<file path="config.mk">
export PLATFORM = sky130hd
export DESIGN_NAME = evt_rollover_counter
export DESIGN_NICKNAME = d
export VERILOG_FILES = /design/src/rtl/evc_pkg.sv /design/src/rtl/evc_step.sv /design/src/rtl/evc_flag_fsm.sv /design/src/rtl/evt_rollover_counter.sv
export SDC_FILE = /design/constraint.sdc
export NUM_CORES = 1
export LEC_CHECK = 0
export ABC_AREA = 0
export BUFFER_PORTS_ARGS = -buffer_cell sky130_fd_sc_hd__clkbuf_2
export CAP_MARGIN = 20
export CORE_MARGIN = 2
export CORE_UTILIZATION = 35
export DETAILED_ROUTE_END_ITERATION = 10
export SLEW_MARGIN = 0
export SYNTH_ARGS = -nofsm -noshare
export SYNTH_HDL_FRONTEND = slang
export SYNTH_HIERARCHICAL = 1
export SYNTH_SLANG_ARGS = --single-unit
</file>
<file path="constraint.sdc">
create_clock -name clk -period 4.78 [get_ports clk]
set_input_delay 0.956 -clock clk [delete_from_list [all_inputs] [get_ports clk]]
set_output_delay 0.956 -clock clk [all_outputs]
set_load 0.005 [all_outputs]
</file>
<file path="src/rtl/evc_pkg.sv">
package evc_pkg;
    typedef enum logic {
        FLAG_CLEAR = 1'b0,
        FLAG_SET   = 1'b1
    } flag_state_e;
endpackage

</file>
<file path="src/rtl/evc_step.sv">
module evc_step #(
    parameter int WIDTH = 16
) (
    input  logic [WIDTH-1:0] cur,
    input  logic             inc_a,
    input  logic             inc_b,
    output logic [WIDTH-1:0] nxt,
    output logic             wrap
);
    localparam int SW = WIDTH + 1;
    logic [SW-1:0] sum;

    always_comb begin
        sum  = {1'b0, cur} + SW'(inc_a) + SW'(inc_b);
        nxt  = sum[WIDTH-1:0];
        wrap = sum[WIDTH];
    end
endmodule

</file>
<file path="src/rtl/evc_flag_fsm.sv">
module evc_flag_fsm
    import evc_pkg::*;
(
    input  logic clk,
    input  logic rst_n,
    input  logic wrap_hit,
    input  logic clr_req,
    output logic flag
);
    flag_state_e state_q, state_d;

    always_ff @(posedge clk or negedge rst_n) begin
        if (!rst_n) state_q <= FLAG_CLEAR;
        else        state_q <= state_d;
    end

    always_comb begin
        state_d = state_q;
        unique case (state_q)
            FLAG_CLEAR: if (wrap_hit) state_d = FLAG_SET;
            FLAG_SET:   if (clr_req && !wrap_hit) state_d = FLAG_CLEAR;
        endcase
    end

    always_comb begin
        flag = (state_q == FLAG_SET);
    end

    // flag holds unless cleared without a wrap
    p_flag_sticky_r7: assert property (@(posedge clk) disable iff (!rst_n)
        (flag && !clr_req) |=> flag);
    p_clr_wins_r7: assert property (@(posedge clk) disable iff (!rst_n)
        (clr_req && !wrap_hit) |=> !flag);
endmodule

</file>
<file path="src/rtl/evt_rollover_counter.sv">
module evt_rollover_counter #(
    parameter int WIDTH = 16
) (
    input  logic             clk,
    input  logic             rst_n,
    input  logic             evt_pulse,
    input  logic             stop_req,
    input  logic             test_en,
    input  logic             host_wr,
    output logic [WIDTH-1:0] cnt_rdata,
    output logic             ovf_flag,
    input  logic             ovf_clr
);
    localparam logic [WIDTH-1:0] ALL_ONES = '1;

    logic [WIDTH-1:0] count_q, count_nxt;
    logic             test_inc, raw_wrap, wrap_eff;

    assign test_inc = test_en & host_wr;

    evc_step #(.WIDTH(WIDTH)) u_step (
        .cur   (count_q),
        .inc_a (evt_pulse),
        .inc_b (test_inc),
        .nxt   (count_nxt),
        .wrap  (raw_wrap)
    );

    assign wrap_eff = raw_wrap & ~stop_req;

    always_ff @(posedge clk or negedge rst_n) begin
        if (!rst_n)        count_q <= '0;
        else if (stop_req) count_q <= '0;
        else               count_q <= count_nxt;
    end

    evc_flag_fsm u_flag (
        .clk      (clk),
        .rst_n    (rst_n),
        .wrap_hit (wrap_eff),
        .clr_req  (ovf_clr),
        .flag     (ovf_flag)
    );

    assign cnt_rdata = count_q;

    p_step_one_r1: assert property (@(posedge clk) disable iff (!rst_n)
        (evt_pulse && !test_inc && !stop_req) |=> count_q == WIDTH'($past(count_q) + 1'b1));
    p_stop_clear_r3: assert property (@(posedge clk) disable iff (!rst_n)
        stop_req |=> count_q == '0);
    p_wr_ignored_r5: assert property (@(posedge clk) disable iff (!rst_n)
        (host_wr && !test_en && !evt_pulse && !stop_req) |=> $stable(count_q));
    p_wrap_flag_r6: assert property (@(posedge clk) disable iff (!rst_n)
        (count_q == ALL_ONES && evt_pulse && !stop_req) |=> ovf_flag);
endmodule

</file>
==> results by group, run 1 <==
Outcome
  – Run status: complete, no violations

Synthesis
  – Per-instance average area after synthesis: 10.6 sq um
  – Number of standard cells after synthesis: 87
  – Count of warnings emitted by yosys: 6
  – Part of the Yosys area used for sequential elements: a little under half
  – Netlist area before placement: 922 sq um
  – Post-synthesis sequential element count: 17
  – Nets in the synthesized netlist: 96
  – Number of distinct library cells after synthesis: 23

Route
  – Initial detailed-routing violation count: 11
  – Antenna Nets Post-Route: 0
  – Per-cell via count in the routed design: about 4.8
  – Per-cell routed wire length: 13.1 microns
  – Final wirelength: around 1900 microns
  – Number of detailed-route iterations in the first pass: 4
  – Final routed DRC violation total: 0
  – Total via count in the routed design: slightly below 700

CTS
  – Total of cells resized after clock tree synthesis: 0
  – Clock root buffer: sky130_fd_sc_hd__clkbuf_4
  – Clock tree from TritonCTS: done
  – Clock transition at the registers of the reported paths: 100 ps
  – Number of CTS-inserted buffers: 3
  – Clock insertion delay at the later pin of the skew report: 300 ps
  – Buffer count from post-CTS setup fixing: 0
  – Clock tree sinks: 17
  – Buffer levels on the longest clock path: 2
  – Cts hold-fix bufs: 0
  – CTS H-Tree Depth: 1

Global route
  – Total Routing Usage GR: about 14%
  – Residual overflow from global routing: 0
  – Pin count of the biggest net entering global routing: 18
  – Vias in the first global route: 720
  – First-pass GRT wire length: 3340 microns
  – Initial antenna violation count: 0

Critical path
  – Worst path cell trace: clkbuf_2, and2_1, inv_1, fa_1, inv_1, ha_1, nand2_1, nor4_1, and4_1, and2b_2, a21o_1
  – Worst R2R Setup Slack: ~2800 ps
  – Arrival @ worst endpoint: 2680 ps
  – Crit path to: u_flag/flag$_DFF_PN0_
  – Crit path largest cell delay: 390 ps
  – Slowest cell on the critical path: sky130_fd_sc_hd__fa_1
  – Number of cell instances on the worst register-to-register path: 9
  – Source of the worst register-to-register timing path: cnt_rdata[0]$_DFF_PN0_
  – Crit. path cell count: 11
  – Most prevalent standard cell on the critical path: sky130_fd_sc_hd__inv_1
  – Number of buffers and inverters on the critical path: 3
  – Critical Path Start: test_en
  – RR Endpoint: u_flag/flag$_DFF_PN0_
  – CP Launch Type: input port
  – Family with the most delay on the worst path: simple AND/OR/NAND/NOR gates
  – Critical-path maximum fanout: 4
  – Category of the most critical setup path: in -> reg
  – Endpoint type of the worst setup path: flip-flop
  – Critical Path RT: 5030 ps

Timing
  – Worst hold slack: between 400 and 500 ps
  – Maximum operating frequency: 411 MHz
  – Setup violators final: 0
  – Final clock period utilization by the worst path: 50.9%
  – Worst-Margin Slew: 433 ps
  – Number of endpoints with negative hold slack in the final report: 0
  – RSZ-0062 raised after global routing: no
  – Crit path time final: 2440 ps
  – Remaining max-slew budget at the tightest pin: a little over 70%
  – Final setup margin: 2340 ps
  – Fin. max-slew vios: 0
  – Sum Neg Setup Slack: 0 ps
  – Setup Skew: 8.07 ps

Finish
  – Total inserted antenna cells: 0
  – P&R area growth vs syn: 18.3%
  – Final instance count without filler cells: 143
  – Fraction of layout instances using a drive strength above 1: 33.6%
  – Number of filler instances in the final layout: 260
  – Net count of the finished layout: 123

Die
  – Number of standard-cell rows in the floorplan: 18
  – Starting utilization of the core area: 37.2%
  – Number of ports placed on the die boundary: 24
  – Area of the core: 2480 sq um
  – Die Area: 3060 sq um
  – Die span in x: about 55 microns
  – Height of the die: 55.3 microns

Placed design
  – Number of buffers inserted by port buffering: 23
  – Gp weighted congestion: 0.719
  – Worst slack at placement: 2040 ps
  – Placed insts: 139
  – Hpwl dp: 1380 microns

Power
  – Power after layout: 251 uW
  – Total power density per cell area: 230 nW/um^2
  – LEAKAGE: just over 0.0006 uW
  – Worst supply voltage drop on vdd: approximately 130 uV

Worst hold path
  – Path class of the lowest-slack min-delay path: reg -> reg
  – Launch point of the worst hold path: u_flag/flag$_DFF_PN0_

Flow run
  – Max-Cap Viols: 0
kinds of logic (layout without fill, tap and decap cells):
group,count (synthesis),count (layout),share of synthesized area (%)
adders and majority gates,2,2,3.53
DFF,17,17,46.1
xor gates and xnor gates,14,14,13.3
buffers and inverters,9,35,4.48
and+or+nand+nor,44,44,31.8
AOI/OAI and AO/OA,1,1,0.814
power by group:
part / internal (uW) / total, uW / switching, uW
combinational: 10.6 / 22.8 / 12.1
clock: 31.2 / 78.1 / 46.9
sequential: 147 / 150 / 3.18
total: 189 / 251 / 62.2
area by class of cell:
cell class | instances | area [sq um] | share of cell area [%]
clock buffers | 3 | 22.5 | 2.06
clock inverters | 1 | 5.00 | 0.459
inverters | 8 | 30.0 | 2.75
multi-input cells | 61 | 455 | 41.7
flip-flops and latches | 17 | 425 | 39.0
well taps | 30 | 37.5 | 3.44
repair buffers | 23 | 115 | 10.6
synth_stat cells, drive strengths merged:
| cell | number | area share (%) |
|---|---|---|
| nand2 | 4 | 1.6 |
| nor4 | 4 | 3.4 |
| and2 | 1 | 0.68 |
| nor3 | 4 | 2.2 |
| nor2b | 10 | 6.8 |
| nand4b | 1 | 0.95 |
| nand3 | 4 | 2.7 |
| buf | 1 | 1.2 |
| inv | 8 | 3.3 |
| a21o | 1 | 0.81 |
| nor2 | 4 | 1.6 |
| nand3b | 1 | 0.81 |
| xor2 | 10 | 9.5 |
| fa | 1 | 2.2 |
| dfrtp | 17 | 46 |
| xnor2 | 4 | 3.8 |
| and2b | 7 | 6.6 |
| ha | 1 | 1.4 |
| nand4 | 3 | 3.4 |
| and4 | 1 | 0.95 |
metrics by stage:
stage / instance area (sq um) / utilization (%)
2_1_floorplan: 922 / -
3_3_place_gp: 1060 / 42.9
3_5_place_dp: 1060 / 42.9
4_1_cts: 1090 / 44.0
5_1_grt: 1090 / 44.0
6_report: 1090 / 44.0
placed cells by master, fill, tap and decap left out:
cell type	n
sky130_fd_sc_hd__clkinv_2	1
sky130_fd_sc_hd__fa_1	1
sky130_fd_sc_hd__nand3b_1	1
sky130_fd_sc_hd__clkbuf_2	23
sky130_fd_sc_hd__nor4_1	3
sky130_fd_sc_hd__nand4_1	1
sky130_fd_sc_hd__dfrtp_1	17
sky130_fd_sc_hd__nand3_1	3
sky130_fd_sc_hd__xor2_1	10
sky130_fd_sc_hd__nor4_2	1
sky130_fd_sc_hd__nor2_1	4
sky130_fd_sc_hd__clkbuf_4	3
sky130_fd_sc_hd__a21o_1	1
sky130_fd_sc_hd__nor3_1	4
sky130_fd_sc_hd__and2b_2	7
sky130_fd_sc_hd__ha_1	1
sky130_fd_sc_hd__xnor2_1	4
sky130_fd_sc_hd__nand4_2	2
sky130_fd_sc_hd__nand4b_1	1
sky130_fd_sc_hd__inv_1	8
sky130_fd_sc_hd__and2_1	1
sky130_fd_sc_hd__nand2_1	4
sky130_fd_sc_hd__nand3_2	1
sky130_fd_sc_hd__and4_1	1
sky130_fd_sc_hd__nor2b_1	10
flip-flops by register name (all words and copies together) (netlist names):
| signal | count |
|---|---|
| cnt_rdata | 16 |
| u_flag/flag | 1 |
per-layer routing:
layer / share of wire, % / vias to the layer above / wire (microns) / track usage [%]
li1: - / 338 / - / -
met1: 47 / 327 / 882 / 17.9
met2: 48 / 16 / 893 / 21.9
met3: 5.0 / 0 / 93 / 5.15
met4: 0 / 0 / 0 / 3.14
met5: 0 / - / 0 / 0
worst min-delay path by stage:
| stage | to | depth (start not counted) | slack, ps |
|---|---|---|---|
| after detailed placement | u_flag/flag$_DFF_PN0_ | 1 | 470 |
| after global routing | u_flag/flag$_DFF_PN0_ | 1 | 530 |
| after floorplan | u_flag/flag$_DFF_PN0_ | 1 | 480 |
| final | u_flag/flag$_DFF_PN0_ | 1 | 500 |
| after global placement | u_flag/flag$_DFF_PN0_ | 1 | 470 |
| after CTS | u_flag/flag$_DFF_PN0_ | 1 | 500 |
No activity file was read; power rests on OpenSTA's default activity.
==> run 2: changes to the inputs <==
clock period = 2.39 ns   (was 4.78 ns; I/O delays follow)
==> run 2 against run 1 <==
  * Clock skew rose by 2.5 ps
  * Routed wire length fell by 2.0%
  * Total power rose by 99%
  * Clock-buffer cell count did not move
  * Core utilization did not move
  * Clock power rose by 97%
  * Sequential cell count did not move
  * Register-to-register slack got worse by 2500 ps
  * Design area did not move
  * Sequential power rose by 100%
  * Sequential share of layout area did not move
  * Die area did not move
  * Largest cell class unchanged
==> results by group, run 2 (synthesis results as in run 1) <==
Die
  – Die span in x: 55.3 microns (unchanged)
  – Area of the core: 2480 sq um (unchanged)
  – Die Area: 3060 sq um (unchanged)
  – Number of ports placed on the die boundary: 24 (unchanged)
  – Height of the die: 55.3 microns (unchanged)
  – Starting utilization of the core area: 37.2% (unchanged)
  – Number of standard-cell rows in the floorplan: 18 (unchanged)

Finish
  – Final cell utilization of the core: 44.0% (unchanged)
  – P&R area growth vs syn: 18.3% (unchanged)
  – Final instance count without filler cells: 143 (unchanged)
  – Commonest non-fill, non-tap cell in the layout: sky130_fd_sc_hd__clkbuf_2
  – Leading cell types in the layout, fill and taps excluded: sky130_fd_sc_hd__clkbuf_2 (23), sky130_fd_sc_hd__dfrtp_1 (17), sky130_fd_sc_hd__nor2b_1 (10), sky130_fd_sc_hd__xor2_1 (10), sky130_fd_sc_hd__inv_1 (8)
  – Max FFs per register: 16 (unchanged)
  – Number of filler instances in the final layout: 258 (-0.77%)
  – Fraction of layout instances using a drive strength above 1: 33.6% (unchanged)
  – Net count of the finished layout: 123 (unchanged)
  – Total inserted antenna cells: 0 (unchanged)

Timing
  – Worst-Margin Slew: 430 ps (-2.99 ps)
  – Number of endpoints with negative hold slack in the final report: 0 (unchanged)
  – Maximum operating frequency: 482 MHz
  – Remaining max-slew budget at the tightest pin: 71.3% (+0.20 points)
  – Sum Neg Setup Slack: 0 ps (unchanged)
  – Setup Skew: 10.6 ps (+2.54 ps)
  – RSZ-0062 raised after global routing: no
  – Crit path time final: 2070 ps
  – Fin. max-slew vios: 0 (unchanged)
  – Setup violators final: 0 (unchanged)
  – Final clock period utilization by the worst path: 86.7%

Placed design
  – Placed insts: 139 (unchanged)
  – Hpwl dp: 1380 microns (+0.24%)
  – Gp weighted congestion: 0.768 (+6.8%)
  – Number of buffers inserted by port buffering: 23 (unchanged)

CTS
  – Clock tree from TritonCTS: done
  – Clock root buffer: sky130_fd_sc_hd__clkbuf_4
  – Cts hold-fix bufs: 0 (unchanged)
  – Total of cells resized after clock tree synthesis: 0 (unchanged)
  – CTS H-Tree Depth: 1 (unchanged)
  – Buffer count from post-CTS setup fixing: 0 (unchanged)
  – Clock transition at the registers of the reported paths: 110 ps (about the same)
  – Number of CTS-inserted buffers: 3 (unchanged)
  – Clock tree sinks: 17 (unchanged)
  – Buffer levels on the longest clock path: 2 (unchanged)
  – Clock insertion delay at the later pin of the skew report: 290 ps (about the same)

Route
  – Per-cell via count in the routed design: 4.76 (unchanged)
  – Per-cell routed wire length: 12.8 microns (-2.0%)
  – Length of routed met3 wiring: 96 microns (+3.2%)
  – Routed metal-1 wire length: 881 microns (-0.11%)
  – Final wirelength: 1830 microns (-2.0%)
  – Number of detailed-route iterations in the first pass: 4 (unchanged)
  – Met2 Routed Length: 842 microns (-5.7%)
  – Final routed DRC violation total: 0 (unchanged)
  – Initial detailed-routing violation count: 7 (-4)
  – Total via count in the routed design: 681 (unchanged)
  – Antenna Nets Post-Route: 0 (unchanged)
  – Highest metal used: met4

Global route
  – Residual overflow from global routing: 0 (unchanged)
  – Initial antenna violation count: 0 (unchanged)
  – First-pass GRT wire length: 3280 microns (-1.6%)
  – Vias in the first global route: 691 (-4.0%)
  – Total Routing Usage GR: 13.8% (-0.049 points)
  – Pin count of the biggest net entering global routing: 18 (unchanged)

Critical path
  – Arrival @ worst endpoint: 2320 ps (-360 ps)
  – Category of the most critical setup path: reg -> reg
  – Slowest cell on the critical path: sky130_fd_sc_hd__fa_1
  – Family with the most delay on the worst path: simple AND/OR/NAND/NOR gates
  – Most prevalent standard cell on the critical path: sky130_fd_sc_hd__inv_1
  – Endpoint type of the worst setup path: flip-flop
  – Number of buffers and inverters on the critical path: 2 (-1)
  – Worst path cell trace: inv_1, fa_1, inv_1, ha_1, nand2_1, nor4_1, and4_1, and2b_2, a21o_1
  – CP Launch Type: flip-flop
  – Crit path largest cell delay: 440 ps (+50 ps)
  – Critical Path RT: 2630 ps (-2400 ps)
  – Critical-path maximum fanout: 4 (unchanged)

Worst hold path
  – Path class of the lowest-slack min-delay path: in -> async

Power
  – LEAKAGE: 0.000610 uW (unchanged)
  – Worst supply voltage drop on vdd: 284 uV (+120%)
  – Clock share of power: 30.9% (-0.2 points)
  – Gate power share: 9.0% (about the same)
  – Total power density per cell area: 458 nW/um^2 (+99%)
  – Net switching fraction of the power: 24.5% (-0.26 points)
  – Net load switching power: 123 uW (+97%)
  – Internal Pwr Total: 377 uW (+100%)
  – Reg power frac: 60.1% (+0.3 points)
  – Power after layout: 500 uW (+99%)

Outcome
  – Run status: complete, no violations

Flow run
  – Max-Cap Viols: 0 (unchanged)
[run 2: worst paths after layout]
path / from / end / slack [ps] / cells after the start
min in group clk: ovf_clr / u_flag/flag$_DFF_PN0_ / 430 / 3
worst max register to register: cnt_rdata[0]$_DFF_PN0_ / u_flag/flag$_DFF_PN0_ / 320 / 9
worst max-delay path: cnt_rdata[0]$_DFF_PN0_ / u_flag/flag$_DFF_PN0_ / 320 / 9
worst min-delay path: rst_n / cnt_rdata[13]$_DFF_PN0_ / 100 / 1
max in group asynchronous: rst_n / cnt_rdata[6]$_DFF_PN0_ / 1980 / 1
worst min register to register: u_flag/flag$_DFF_PN0_ / u_flag/flag$_DFF_PN0_ / 490 / 1
[run 2: metal layers]
metal / vias up / global-route usage [%]
li1: 335 / -
met1: 323 / 18.3
met2: 21 / 21.1
met3: 2 / 5.39
met4: 0 / 3.14
met5: - / 0
[run 2: per-stage QoR]
stage / setup WS [ps] / hold slack, ps / area [sq um]
floorplan: 380 / 182 / 922
global placement: 165 / 435 / 1060
detailed placement: 128 / 438 / 1060
CTS: 362 / 97.1 / 1090
global route: 183 / 112 / 1090
finish: 317 / 95.5 / 1090
[run 2: layout make-up]
class	count	area, sq um	share of cell area, %
Timing Repair Buffer	23	115	10.6
Inverter	8	30.0	2.75
Multi-Input combinational cell	61	455	41.7
Sequential cell	17	425	39.0
Clock inverter	1	5.00	0.459
Clock buffer	3	22.5	2.06
Tap cell	30	37.5	3.44
[run 2: power groups by stage]
stage	sequential (uW)	clock, uW	combinational (uW)
floorplan	306	0	24.1
global placement	305	0	45.4
detailed placement	306	0	46.2
CTS	300	165	46.6
global route	301	183	53.5
finish	300	154	45.0
==> run 3: changes to the inputs <==
SYNTH_HIERARCHICAL = default   (was 1)
==> run 3 against run 2 <==
  * Die area shrank 3.8%
  * Synthesized cell count shrank 6.9%
  * Non-clock buffer count is the same
  * Register-to-register slack gained 360 ps
  * Maximum frequency grew 21%
  * Final cell count shrank 4.9%
  * First-iteration DRC count grew 71%
  * Largest cell class unchanged
==> results by group, run 3 <==
Synthesis
  – Post-synth EDFFs: 0 (unchanged)
  – Simple-gate area share of the yosys netlist: 29.1% (-2.6 points)
  – Biggest area contributors in the synthesized netlist: sky130_fd_sc_hd__dfrtp_1 (48%), sky130_fd_sc_hd__xnor2_1 (8.9%), sky130_fd_sc_hd__nor4_2 (5.7%)
  – Post-synth top area share: 48.1% (+2.0 points)
  – Count of warnings emitted by yosys: 0 (-6)
  – Number of distinct library cells after synthesis: 29 (+26%)
  – Count leader, synth: sky130_fd_sc_hd__dfrtp_1
  – Post-synthesis adder-cell area fraction: 3.68% (+0.15 points)
  – Number of standard cells after synthesis: 81 (-6.9%)
  – Area share of xor/xnor cells in the synthesized design: 10.9% (-2.4 points)
  – Part of the Yosys area used for sequential elements: 48.1% (+2.0 points)
  – Synthesized-area fraction occupied by ao, oa, aoi and oai cells: 4.10% (+3.3 points)
  – Largest area contributor in the synthesized netlist: sky130_fd_sc_hd__dfrtp_1
  – Dominant register cell in the synthesized netlist: sky130_fd_sc_hd__dfrtp_1
  – Leading post-synthesis cells by instance count: sky130_fd_sc_hd__dfrtp_1 (17), sky130_fd_sc_hd__nor2_1 (11), sky130_fd_sc_hd__xnor2_1 (9)
  – Netlist area before placement: 885 sq um (-4.1%)
  – Post-synthesis async set-or-reset flop share: 100% (unchanged)
  – Per-instance average area after synthesis: 10.9 sq um (+3.0%)
  – Share of cell area taken by muxes after synthesis: 1.13% (+1.1 points)
  – Post-synthesis sequential element count: 17 (unchanged)
  – Largest family of logic cells by synthesized area: simple AND/OR/NAND/NOR gates
  – Nets in the synthesized netlist: 90 (-6.3%)

Critical path
  – Crit path to: u_flag.flag$_DFF_PN0_
  – Arrival @ worst endpoint: 1910 ps (-410 ps)
  – CP Launch Type: flip-flop
  – Endpoint type of the worst setup path: flip-flop
  – Critical Path RT: 2590 ps (-40 ps)
  – Category of the most critical setup path: reg -> reg
  – RR Endpoint: u_flag.flag$_DFF_PN0_
  – Critical-path maximum fanout: 6 (+2)
  – Source of the worst register-to-register timing path: cnt_rdata[0]$_DFF_PN0_
  – Critical Path Start: cnt_rdata[0]$_DFF_PN0_
  – Worst R2R Setup Slack: 680 ps (+360 ps)
  – Number of cell instances on the worst register-to-register path: 5 (-4)

Finish
  – Total inserted antenna cells: 0 (unchanged)
  – P&R area growth vs syn: 18.5%
  – Fraction of layout instances using a drive strength above 1: 34.9% (+1.3 points)
  – Max FFs per register: 16 (unchanged)
  – Commonest non-fill, non-tap cell in the layout: sky130_fd_sc_hd__clkbuf_2
  – Number of filler instances in the final layout: 251 (-2.7%)
  – Area used by multi-input combinational logic: 433 sq um (-4.9%)
  – Net count of the finished layout: 116 (-5.7%)
  – Leading cell types in the layout, fill and taps excluded: sky130_fd_sc_hd__clkbuf_2 (23), sky130_fd_sc_hd__dfrtp_1 (17), sky130_fd_sc_hd__nor2_1 (11)
  – Register area: 425 sq um (unchanged)

CTS
  – Clock root buffer: sky130_fd_sc_hd__clkbuf_4
  – Total of cells resized after clock tree synthesis: 0 (unchanged)
  – Number of CTS-inserted buffers: 3 (unchanged)
  – Clock insertion delay at the later pin of the skew report: 290 ps (about the same)
  – Cts hold-fix bufs: 0 (unchanged)
  – Clock tree sinks: 17 (unchanged)
  – CTS H-Tree Depth: 1 (unchanged)
  – Buffer count from post-CTS setup fixing: 0 (unchanged)
  – Clock transition at the registers of the reported paths: 100 ps (about the same)
  – Clock tree from TritonCTS: done
  – Buffer levels on the longest clock path: 2 (unchanged)

Global route
  – Vias in the first global route: 675 (-2.3%)
  – First-pass GRT wire length: 2900 microns (-12%)
  – Pin count of the biggest net entering global routing: 18 (unchanged)
  – Total Routing Usage GR: 13.9% (+0.11 points)
  – Initial antenna violation count: 0 (unchanged)
  – Residual overflow from global routing: 0 (unchanged)

Timing
  – Worst-Margin Slew: 429 ps (-1.17 ps)
  – Remaining max-slew budget at the tightest pin: 71.4% (+0.078 points)
  – Final clock period utilization by the worst path: 71.5% (-15 points)
  – Number of endpoints with negative hold slack in the final report: 0 (unchanged)
  – Fin. max-slew vios: 0 (unchanged)
  – Crit path time final: 1710 ps (-365 ps)
  – Setup Skew: 0.823 ps (-9.78 ps)
  – Sum Neg Setup Slack: 0 ps (unchanged)
  – RSZ-0062 raised after global routing: no
  – Setup violators final: 0 (unchanged)
  – Worst hold slack: 105 ps (+9.16 ps)
  – Maximum operating frequency: 586 MHz (+21%)

Die
  – Die span in x: 54.3 microns (-1.9%)
  – Height of the die: 54.3 microns (-1.9%)
  – Number of ports placed on the die boundary: 24 (unchanged)
  – Number of standard-cell rows in the floorplan: 18 (unchanged)
  – Starting utilization of the core area: 36.4% (-0.85 points)
  – Area of the core: 2430 sq um (-1.8%)
  – Die Area: 2950 sq um (-3.8%)

Route
  – Initial detailed-routing violation count: 12 (+5)
  – Final wirelength: 1660 microns (-9.2%)
  – Per-cell via count in the routed design: 4.83 (+1.4%)
  – Routed metal-1 wire length: 782 microns (-11%)
  – Number of detailed-route iterations in the first pass: 3 (-1)
  – Met2 Routed Length: 816 microns (-3.1%)
  – Highest metal used: met4
  – Per-cell routed wire length: 12.2 microns (-4.5%)
  – Total via count in the routed design: 657 (-3.5%)
  – Antenna Nets Post-Route: 0 (unchanged)
  – Length of routed met3 wiring: 45 microns (-53%)
  – Final routed DRC violation total: 0 (unchanged)

Outcome
  – Run status: complete, no violations

Placed design
  – Number of buffers inserted by port buffering: 23 (unchanged)
  – Gp weighted congestion: 0.677 (-12%)
  – Hpwl dp: 1210 microns (-12%)

Flow run
  – Max-Cap Viols: 0 (unchanged)

Power
  – LEAKAGE: 0.000453 uW (-26%)
  – Worst supply voltage drop on vdd: 275 uV (-3.3%)
  – Total power density per cell area: 473 nW/um^2 (+3.3%)

Worst hold path
  – Path class of the lowest-slack min-delay path: in -> async
-- run 3: changes by cell type after synthesis, moves of 2 or more --
cell | before | now
sky130_fd_sc_hd__nor2b_1 | 10 | 2
sky130_fd_sc_hd__xor2_1 | 10 | 2
sky130_fd_sc_hd__and2b_2 | 7 | 0
sky130_fd_sc_hd__nor2_1 | 4 | 11
sky130_fd_sc_hd__inv_1 | 8 | 3
sky130_fd_sc_hd__xnor2_1 | 4 | 9
sky130_fd_sc_hd__nor4_2 | 1 | 4
sky130_fd_sc_hd__a21oi_1 | 0 | 2
sky130_fd_sc_hd__nand4_2 | 2 | 0
sky130_fd_sc_hd__nor4_1 | 3 | 1
sky130_fd_sc_hd__o21ai_0 | 0 | 2
sky130_fd_sc_hd__or3_1 | 0 | 2
-- run 3: worst min-delay path by stage --
stage                     startpoint                      end  slack, ps
final                          rst_n  cnt_rdata[11]$_DFF_PN0_        100
after global routing           rst_n  cnt_rdata[13]$_DFF_PN0_        130
after CTS                      rst_n  cnt_rdata[13]$_DFF_PN0_        120
after floorplan                rst_n   cnt_rdata[0]$_DFF_PN0_        180
after detailed placement       rst_n  cnt_rdata[11]$_DFF_PN0_        440
after global placement         rst_n   cnt_rdata[5]$_DFF_PN0_        440
-- run 3: layout make-up --
type                       instances  area share, %
multi-input combinational         59           41.3
clock buffer                       4           2.51
timing repair buffer              23           11.0
sequential                        17           40.6
tap                               30           3.58
inverter                           3           1.07
-- run 3: through the flow --
| step | power, uW | cells | worst slack [ps] | util, % | cell area (sq um) |
|---|---|---|---|---|---|
| final | 496 | 136 | 682 | 43.1 | 1050 |
| after global placement | 347 | 132 | 414 | 42.0 | 1020 |
| after floorplan | 323 | 81 | 541 | - | 885 |
| after CTS | 501 | 136 | 662 | 43.1 | 1050 |
| after detailed placement | 346 | 132 | 374 | 42.0 | 1020 |
| after global routing | 519 | 136 | 571 | 43.1 | 1050 |
-- run 3: power by group --
| part | switching [uW] | internal (uW) | leakage (uW) |
|---|---|---|---|
| Clock | 91.3 | 64.9 | 0.0000150 |
| Combinational | 21.2 | 18.2 | 0.000203 |
| Sequential | 6.73 | 294 | 0.000236 |
| Total | 119 | 377 | 0.000453 |
-- run 3: cell families (layout without fill, tap and decap cells) --
| kind of cell | count (synthesis) | after routing |
|---|---|---|
| AO/OA/AOI/OAI | 5 | 5 |
| XOR/XNOR | 11 | 11 |
| adder cells (fa/ha/maj) | 2 | 2 |
| buffers and inverters | 5 | 30 |
| flip-flops | 17 | 17 |
| multiplexers | 1 | 1 |
| AND/OR/NAND/NOR | 40 | 40 |
-- run 3: critical path, stage by stage (launching register included) --
cell and delay (ps):
sky130_fd_sc_hd__dfrtp_1 390, sky130_fd_sc_hd__fa_1 210, sky130_fd_sc_hd__ha_1 220, sky130_fd_sc_hd__nand2_2 120
sky130_fd_sc_hd__or3_4 420, sky130_fd_sc_hd__o32ai_2 260
-- run 3: per-layer routing --
metal,track usage [%],vias up
met5,0,-
met4,7.50,0
met3,1.91,2
met2,22.9,13
met1,17.5,316
li1,-,326
